<file path="config.mk">
export PLATFORM = sky130hd
export DESIGN_NAME = img_rot_csr
export DESIGN_NICKNAME = d
export VERILOG_FILES = /design/src/rtl/img_rot_csr_pkg.sv /design/src/rtl/img_rot_plane_bank.sv /design/src/rtl/img_rot_irq_unit.sv /design/src/rtl/img_rot_csr.sv
export SDC_FILE = /design/constraint.sdc
export NUM_CORES = 1
export LEC_CHECK = 0
export CAP_MARGIN = 5
export CORE_MARGIN = 3
export CORE_UTILIZATION = 45
export CTS_BUF_LIST = sky130_fd_sc_hd__clkbuf_16
export DETAILED_ROUTE_END_ITERATION = 8
export PLACE_DENSITY = 0.65
export SYNTH_ARGS = -nofsm -noshare
export SYNTH_HDL_FRONTEND = slang
export SYNTH_SLANG_ARGS = --single-unit
</file>
<file path="constraint.sdc">
create_clock -name clk_i -period 1.6 [get_ports clk_i]
set_input_delay 0.16 -clock clk_i [delete_from_list [all_inputs] [get_ports clk_i]]
set_output_delay 0.16 -clock clk_i [all_outputs]
set_load 0.02 [all_outputs]
</file>
<file path="src/rtl/img_rot_csr_pkg.sv">
package img_rot_csr_pkg;
  // word indices (byte offset / 4)
  localparam int CFG_IDX      = 0;
  localparam int CTRL_IDX     = 4;
  localparam int STAT_IDX     = 8;
  localparam int SRC_PLANE0   = 12;
  localparam int SRC_BSZ_IDX  = 15;
  localparam int SRC_CPOS_IDX = 16;
  localparam int SRC_CSZ_IDX  = 17;
  localparam int DST_PLANE0   = 20;
  localparam int DST_BSZ_IDX  = 23;
  localparam int DST_CPOS_IDX = 24;
  localparam int LAST_IDX     = DST_CPOS_IDX;

  localparam int GEO_N = 5;

  // events / enables live at bits [9:8] of cfg and status
  localparam int EVT_LO = 8;

  typedef struct packed {
    logic       pattern;
    logic [2:0] fmt;
    logic [1:0] flip;
    logic [1:0] rot;
  } ctrl_t;

  function automatic int geo_idx(input int k);
    case (k)
      0:       return SRC_BSZ_IDX;
      1:       return SRC_CPOS_IDX;
      2:       return SRC_CSZ_IDX;
      3:       return DST_BSZ_IDX;
      default: return DST_CPOS_IDX;
    endcase
  endfunction
endpackage

</file>
<file path="src/rtl/img_rot_plane_bank.sv">
module img_rot_plane_bank #(
  parameter int NUM_PLANES = 3,
  parameter int BASE_IDX   = 12,
  parameter int IDX_W      = 6
) (
  input  logic             clk_i,
  input  logic             rst_ni,
  input  logic             wr_i,
  input  logic [IDX_W-1:0] idx_i,
  input  logic [31:0]      wdata_i,
  output logic [31:0]      rdata_o
);
  logic [31:0] plane_q [NUM_PLANES];

  for (genvar g = 0; g < NUM_PLANES; g++) begin : g_plane
    always_ff @(posedge clk_i or negedge rst_ni) begin
      if (!rst_ni)                                  plane_q[g] <= '0;
      else if (wr_i && int'(idx_i) == BASE_IDX + g) plane_q[g] <= wdata_i;
    end
  end

  always_comb begin
    rdata_o = '0;
    for (int k = 0; k < NUM_PLANES; k++)
      if (int'(idx_i) == BASE_IDX + k) rdata_o = plane_q[k];
  end
endmodule

</file>
<file path="src/rtl/img_rot_irq_unit.sv">
module img_rot_irq_unit (
  input  logic       clk_i,
  input  logic       rst_ni,
  input  logic       cfg_we_i,
  input  logic       stat_we_i,
  input  logic [1:0] wbits_i,
  input  logic       done_i,
  input  logic       illegal_i,
  output logic [1:0] ien_o,
  output logic [1:0] pend_o,
  output logic       irq_o
);
  logic [1:0] ien_q, pend_q, clr;

  assign clr = stat_we_i ? wbits_i : 2'b00;

  always_ff @(posedge clk_i or negedge rst_ni) begin
    if (!rst_ni) begin
      ien_q  <= '0;
      pend_q <= '0;
    end else begin
      if (cfg_we_i) ien_q <= wbits_i;
      // set wins over a same-cycle clear
      pend_q <= (pend_q & ~clr) | {illegal_i, done_i};
    end
  end

  assign ien_o  = ien_q;
  assign pend_o = pend_q;
  assign irq_o  = |(pend_q & ien_q);
endmodule

</file>
<file path="src/rtl/img_rot_csr.sv">
module img_rot_csr
  import img_rot_csr_pkg::*;
#(
  parameter int ADDR_W     = 8,
  parameter int NUM_PLANES = 3
) (
  input  logic              clk_i,
  input  logic              rst_ni,
  input  logic              req_i,
  input  logic              we_i,
  input  logic [ADDR_W-1:0] addr_i,
  input  logic [31:0]       wdata_i,
  output logic [31:0]       rdata_o,
  output logic              start_o,
  output logic [2:0]        fmt_o,
  output logic [1:0]        flip_o,
  output logic [1:0]        rot_o,
  output logic              pattern_o,
  input  logic              done_i,
  input  logic              illegal_i,
  output logic              irq_o
);
  localparam int IDX_W = ADDR_W - 2;

  logic [IDX_W-1:0] idx;
  logic             wr, rd;
  int               sel;
  ctrl_t            ctrl_q;
  logic             start_q;
  logic [1:0]       ien_w, pend_w;
  logic [31:0]      geo_q [GEO_N];
  logic [31:0]      src_rd, dst_rd;

  assign idx = addr_i[ADDR_W-1:2];
  assign sel = int'(idx);
  assign wr  = req_i && we_i;
  assign rd  = req_i && !we_i;

  always_ff @(posedge clk_i or negedge rst_ni) begin
    if (!rst_ni) begin
      ctrl_q  <= '0;
      start_q <= 1'b0;
    end else begin
      start_q <= wr && sel == CTRL_IDX && wdata_i[0];
      if (wr && sel == CTRL_IDX)
        ctrl_q <= '{pattern: wdata_i[16], fmt: wdata_i[10:8],
                    flip: wdata_i[7:6], rot: wdata_i[5:4]};
    end
  end

  for (genvar g = 0; g < GEO_N; g++) begin : g_geo
    always_ff @(posedge clk_i or negedge rst_ni) begin
      if (!rst_ni)                         geo_q[g] <= '0;
      else if (wr && sel == geo_idx(g))    geo_q[g] <= wdata_i;
    end
  end

  img_rot_plane_bank #(.NUM_PLANES(NUM_PLANES), .BASE_IDX(SRC_PLANE0), .IDX_W(IDX_W)) u_src (
    .clk_i, .rst_ni, .wr_i(wr), .idx_i(idx), .wdata_i, .rdata_o(src_rd));

  img_rot_plane_bank #(.NUM_PLANES(NUM_PLANES), .BASE_IDX(DST_PLANE0), .IDX_W(IDX_W)) u_dst (
    .clk_i, .rst_ni, .wr_i(wr), .idx_i(idx), .wdata_i, .rdata_o(dst_rd));

  img_rot_irq_unit u_irq (
    .clk_i, .rst_ni,
    .cfg_we_i (wr && sel == CFG_IDX),
    .stat_we_i(wr && sel == STAT_IDX),
    .wbits_i  (wdata_i[EVT_LO+1:EVT_LO]),
    .done_i, .illegal_i,
    .ien_o (ien_w),
    .pend_o(pend_w),
    .irq_o);

  always_comb begin
    rdata_o = '0;
    if (rd) begin
      case (sel)
        CFG_IDX:  rdata_o = {22'd0, ien_w, 8'd0};
        CTRL_IDX: rdata_o = {15'd0, ctrl_q.pattern, 5'd0, ctrl_q.fmt,
                             ctrl_q.flip, ctrl_q.rot, 3'd0, start_q};
        STAT_IDX: rdata_o = {22'd0, pend_w, 8'd0};
        default:  rdata_o = src_rd | dst_rd;
      endcase
      for (int k = 0; k < GEO_N; k++)
        if (sel == geo_idx(k)) rdata_o = geo_q[k];
    end
  end

  assign start_o   = start_q;
  assign fmt_o     = ctrl_q.fmt;
  assign flip_o    = ctrl_q.flip;
  assign rot_o     = ctrl_q.rot;
  assign pattern_o = ctrl_q.pattern;
endmodule

</file>
==> metrics.csv <==
stage,metric,value,unit
worst_hold_path,hp-class,in -> async,
sta,finClkSkew,0,ns
clock_network,clock_sinks,365,
global_route,grt_overflow_total,0,
global_route,grt_usage,26.49,%
yosys,synthesis.nets,1383,
routing,drt-pass1-iter-count,7,
floorplan,dieArea,39610,um2
worst_setup_path,slowest_delay,0.55,ns
final_layout,multiInputGateArea,7925,um2
flow_run,maxCapViolations,0,
sta,layout_setup_ws,-0.7190,ns
pwr,leakagePower,10.56,nW
pwr,power_density,954.0,nW/um2
yosys,postSynthAreaPerCell,12.54,um2
yosys,synth_warnings,0,
sta,relSlewSlack,62.72,%
outcome,status,finished with violations,
clock_network,path_clk_slew,0.06,ns
routing,viasPerCell,6.192,
worst_setup_path,worstSetupEndpointType,output port,
yosys,syn_inst,1337,
outcome,violations,negative setup slack,
final_layout,area_delta_synth_final,35.36,%
final_layout,fin_nets,1590,
global_route,grt_pass1_vias,13060,
final_layout,fin_area,22690,um2
routing,drtIter0Drc,1024,
place,routabilityCongestion,0.8033,
worst_setup_path,cp_top_family,simple AND/OR/NAND/NOR gates,
routing,via_count,12650,
final_layout,nFillCells,2730,
clock_network,numCtsBuffers,42,
yosys,synth_top_family_by_area,multiplexers,
clock_network,h-tree-depth,2,
final_layout,drive_gt1_share,51.91,%
clock_network,clockRootBuffer,clkbuf_16,
yosys,synthAdderAreaFrac,0,%
worst_setup_path,path_class,reg -> out,
sta,fmax,0.4312,GHz
yosys,synthSimpleGateAreaFrac,8.687,%
yosys,synth-xor-area-share,0,%
yosys,synthFlopType,dfrtp_1,
worst_setup_path,reg2reg_slack,0.69,ns
worst_setup_path,rr_startpoint,flip_o[0]$_DFFE_PN0P_,
final_layout,final_common_cell,dfrtp_1,
final_layout,finalNonFillerCells,2043,
sta,min_period,2.319,ns
final_layout,layout_common_cells,"365 x dfrtp_1, 352 x mux2_2, 118 x buf_4, 112 x nand3_1, 55 x buf_12",
worst_setup_path,arrival,2.16,ns
sta,setup_viol,34,
yosys,ys_ff_latch,365,
sta,maxSlewViolCount,0,
place,io_buffer_count,85,
floorplan,core-area,36700,um2
yosys,netlist_area,16760,um2
worst_setup_path,critical_path.cell_chain,a32o_1 -> or4_4 -> a211oi_4 -> o21ai_2 -> buf_6,
worst_setup_path,worstPathRequired,1.44,ns
pwr,irDropWorstVdd,0.0009743,V
floorplan,die_w,199.0,um
worst_setup_path,r2r-end,flip_o[0]$_DFFE_PN0P_,
yosys,synth-edff-count,0,
worst_setup_path,slowest_stage,or4_4,
floorplan,start_util,45.68,%
final_layout,fin_util,61.84,%
place,dp_cells,1907,
worst_setup_path,worstSetupStartpointType,flop,
worst_setup_path,reg2reg_depth,2,
clock_network,ctsLongestPathBuffers,3,
sta,rsz0062_at_grt,true,
clock_network,clkLatencyLatePin,0.55,ns
place,place_area,19600,um2
floorplan,io_pins,88,
global_route,antenna_found_initial,2,
worst_setup_path,cp_max_fo,2,
global_route,grt_first_pass_wirelength,80270,um
yosys,synth_cell_types,61,
yosys,synth_compound_gate_area_share,8.254,%
sta,tightest_slew,0.5574,ns
routing,routed_wl,52980,um
floorplan,num_rows,70,
sta,hold_violations,0,
sta,timing.setup.tns,-12.67,ns
yosys,synth_async_sr_flop_share,100.0,%
routing,post-route-drc-count,0,
yosys,seq_area_frac_synth,54.48,%
final_layout,regArea,9134,um2
global_route,grt_max_degree,79,
clock_network,cts_tree,yes,
routing,ant_nets,0,
place,dp_hpwl,31060,um
sta,fin_crit_sh,144.9,%
routing,wl_per_cell,25.93,um
floorplan,die_h,199.0,um
worst_setup_path,path_buf_inv,1,
yosys,synth.area.mux_share,24.73,%
-- sequential cells by signal (all words and copies together), names as in the netlist --
name,flops
fmt_o,3
rot_o,2
geo_q,160
u_irq.ien_o,2
pattern_o,1
flip_o,2
u_dst.plane_q,96
u_src.plane_q,96
u_irq.pend_o,2
start_o,1
-- synthesized netlist by cell type, types with 3 or more instances --
cell | n | area (um2)
a21o_1 | 3 | 22.52
buf_2 | 52 | 260.3
nand2_1 | 17 | 63.81
clkbuf_1 | 76 | 285.3
nand3_1 | 134 | 670.6
nor3b_1 | 4 | 30.03
a2111oi_0 | 7 | 61.31
o22ai_1 | 19 | 118.9
or4_1 | 3 | 22.52
o21a_1 | 3 | 22.52
o221ai_1 | 27 | 236.5
and3_1 | 23 | 143.9
nand2b_1 | 3 | 18.77
nor2_1 | 13 | 48.80
nor2b_1 | 4 | 25.02
mux2_1 | 8 | 90.09
buf_1 | 6 | 22.52
a31o_2 | 5 | 43.79
buf_4 | 3 | 22.52
o21ai_0 | 5 | 25.02
o31ai_1 | 4 | 30.03
mux2_2 | 354 | 3986
a22oi_1 | 17 | 127.6
inv_1 | 7 | 26.28
a21oi_1 | 53 | 265.3
nand4_1 | 34 | 212.7
a22o_1 | 15 | 131.4
and2_1 | 11 | 68.82
a211oi_1 | 7 | 52.55
a221oi_1 | 8 | 70.07
dfrtp_1 | 365 | 9134
mux2i_1 | 4 | 40.04
o2bb2ai_1 | 5 | 43.79
-- kinds of logic after synthesis --
| group | Yosys count |
|---|---|
| AOI/OAI and AO/OA | 194 |
| muxes | 368 |
| buffers and inverters | 147 |
| DFF | 365 |
| and+or+nand+nor | 263 |
-- per-stage QoR --
step / hold slack, ns / total power [mW] / setup WS (ns)
6_report: 0.09962 / 21.65 / -0.7190
5_1_grt: 0.1200 / 22.43 / -0.7726
4_1_cts: 0.1034 / 21.68 / -0.7333
3_5_place_dp: 0.08204 / 12.49 / -1.551
3_3_place_gp: 0.07872 / 12.40 / -1.596
2_1_floorplan: -0.1356 / 11.50 / -0.1652
-- worst reg2reg max path, delay by kind of cell, from the launching register on --
kind	cells	cell delay, ns
buffers and inverters	1	0.14
flip-flops	1	0.41
multiplexers	1	0.25
-- worst max path at each step --
| stage | from | to | slack [ns] | cells after the start |
|---|---|---|---|---|
| 3_3_place_gp | addr_i[7] | rdata_o[1] | -1.60 | 8 |
| 5_1_grt | u_src.plane_q[42]$_DFFE_PN0P_ | rdata_o[10] | -0.77 | 5 |
| 6_report | u_src.plane_q[42]$_DFFE_PN0P_ | rdata_o[10] | -0.72 | 5 |
| 4_1_cts | u_src.plane_q[38]$_DFFE_PN0P_ | rdata_o[6] | -0.73 | 5 |
| 3_5_place_dp | addr_i[7] | rdata_o[1] | -1.55 | 8 |
| 2_1_floorplan | addr_i[5] | rdata_o[1] | -0.17 | 7 |
-- final cells by class --
cell class	count	share of cell area, %
Sequential cell	365	40.25
Inverter	7	0.1158
Antenna cell	1	0.01103
Multi-Input combinational cell	825	34.92
Tap cell	468	2.580
Timing Repair Buffer	303	16.51
Clock inverter	29	0.6506
Clock buffer	45	4.962
-- routing by layer --
metal  track usage, %  part of all wire, %  up-vias
li1                 -                    -     5415
met1            37.62                   44     6659
met4            7.626                  2.6        2
met2            42.33                   47      479
met5                0                0.036        -
met3            4.336                  6.7       95
-- report_power, final --
group	total [mW]	switching, mW	internal (mW)
Combinational	2.27	1.08	1.18
Sequential	10.4	0.439	9.99
Clock	8.95	3.77	5.18
-- timing repair --
item | in CTS | in global routing
gates resized for setup | 377 | 51
hold buffers | 1 | 0
setup endpoints to repair | 406 | 90
setup buffers | 32 | 12
pin swaps | 68 | 35
endpoints found under the hold margin | 365 | 0
cloned | 14 | 6
No activity file was read; power rests on OpenSTA's default activity.
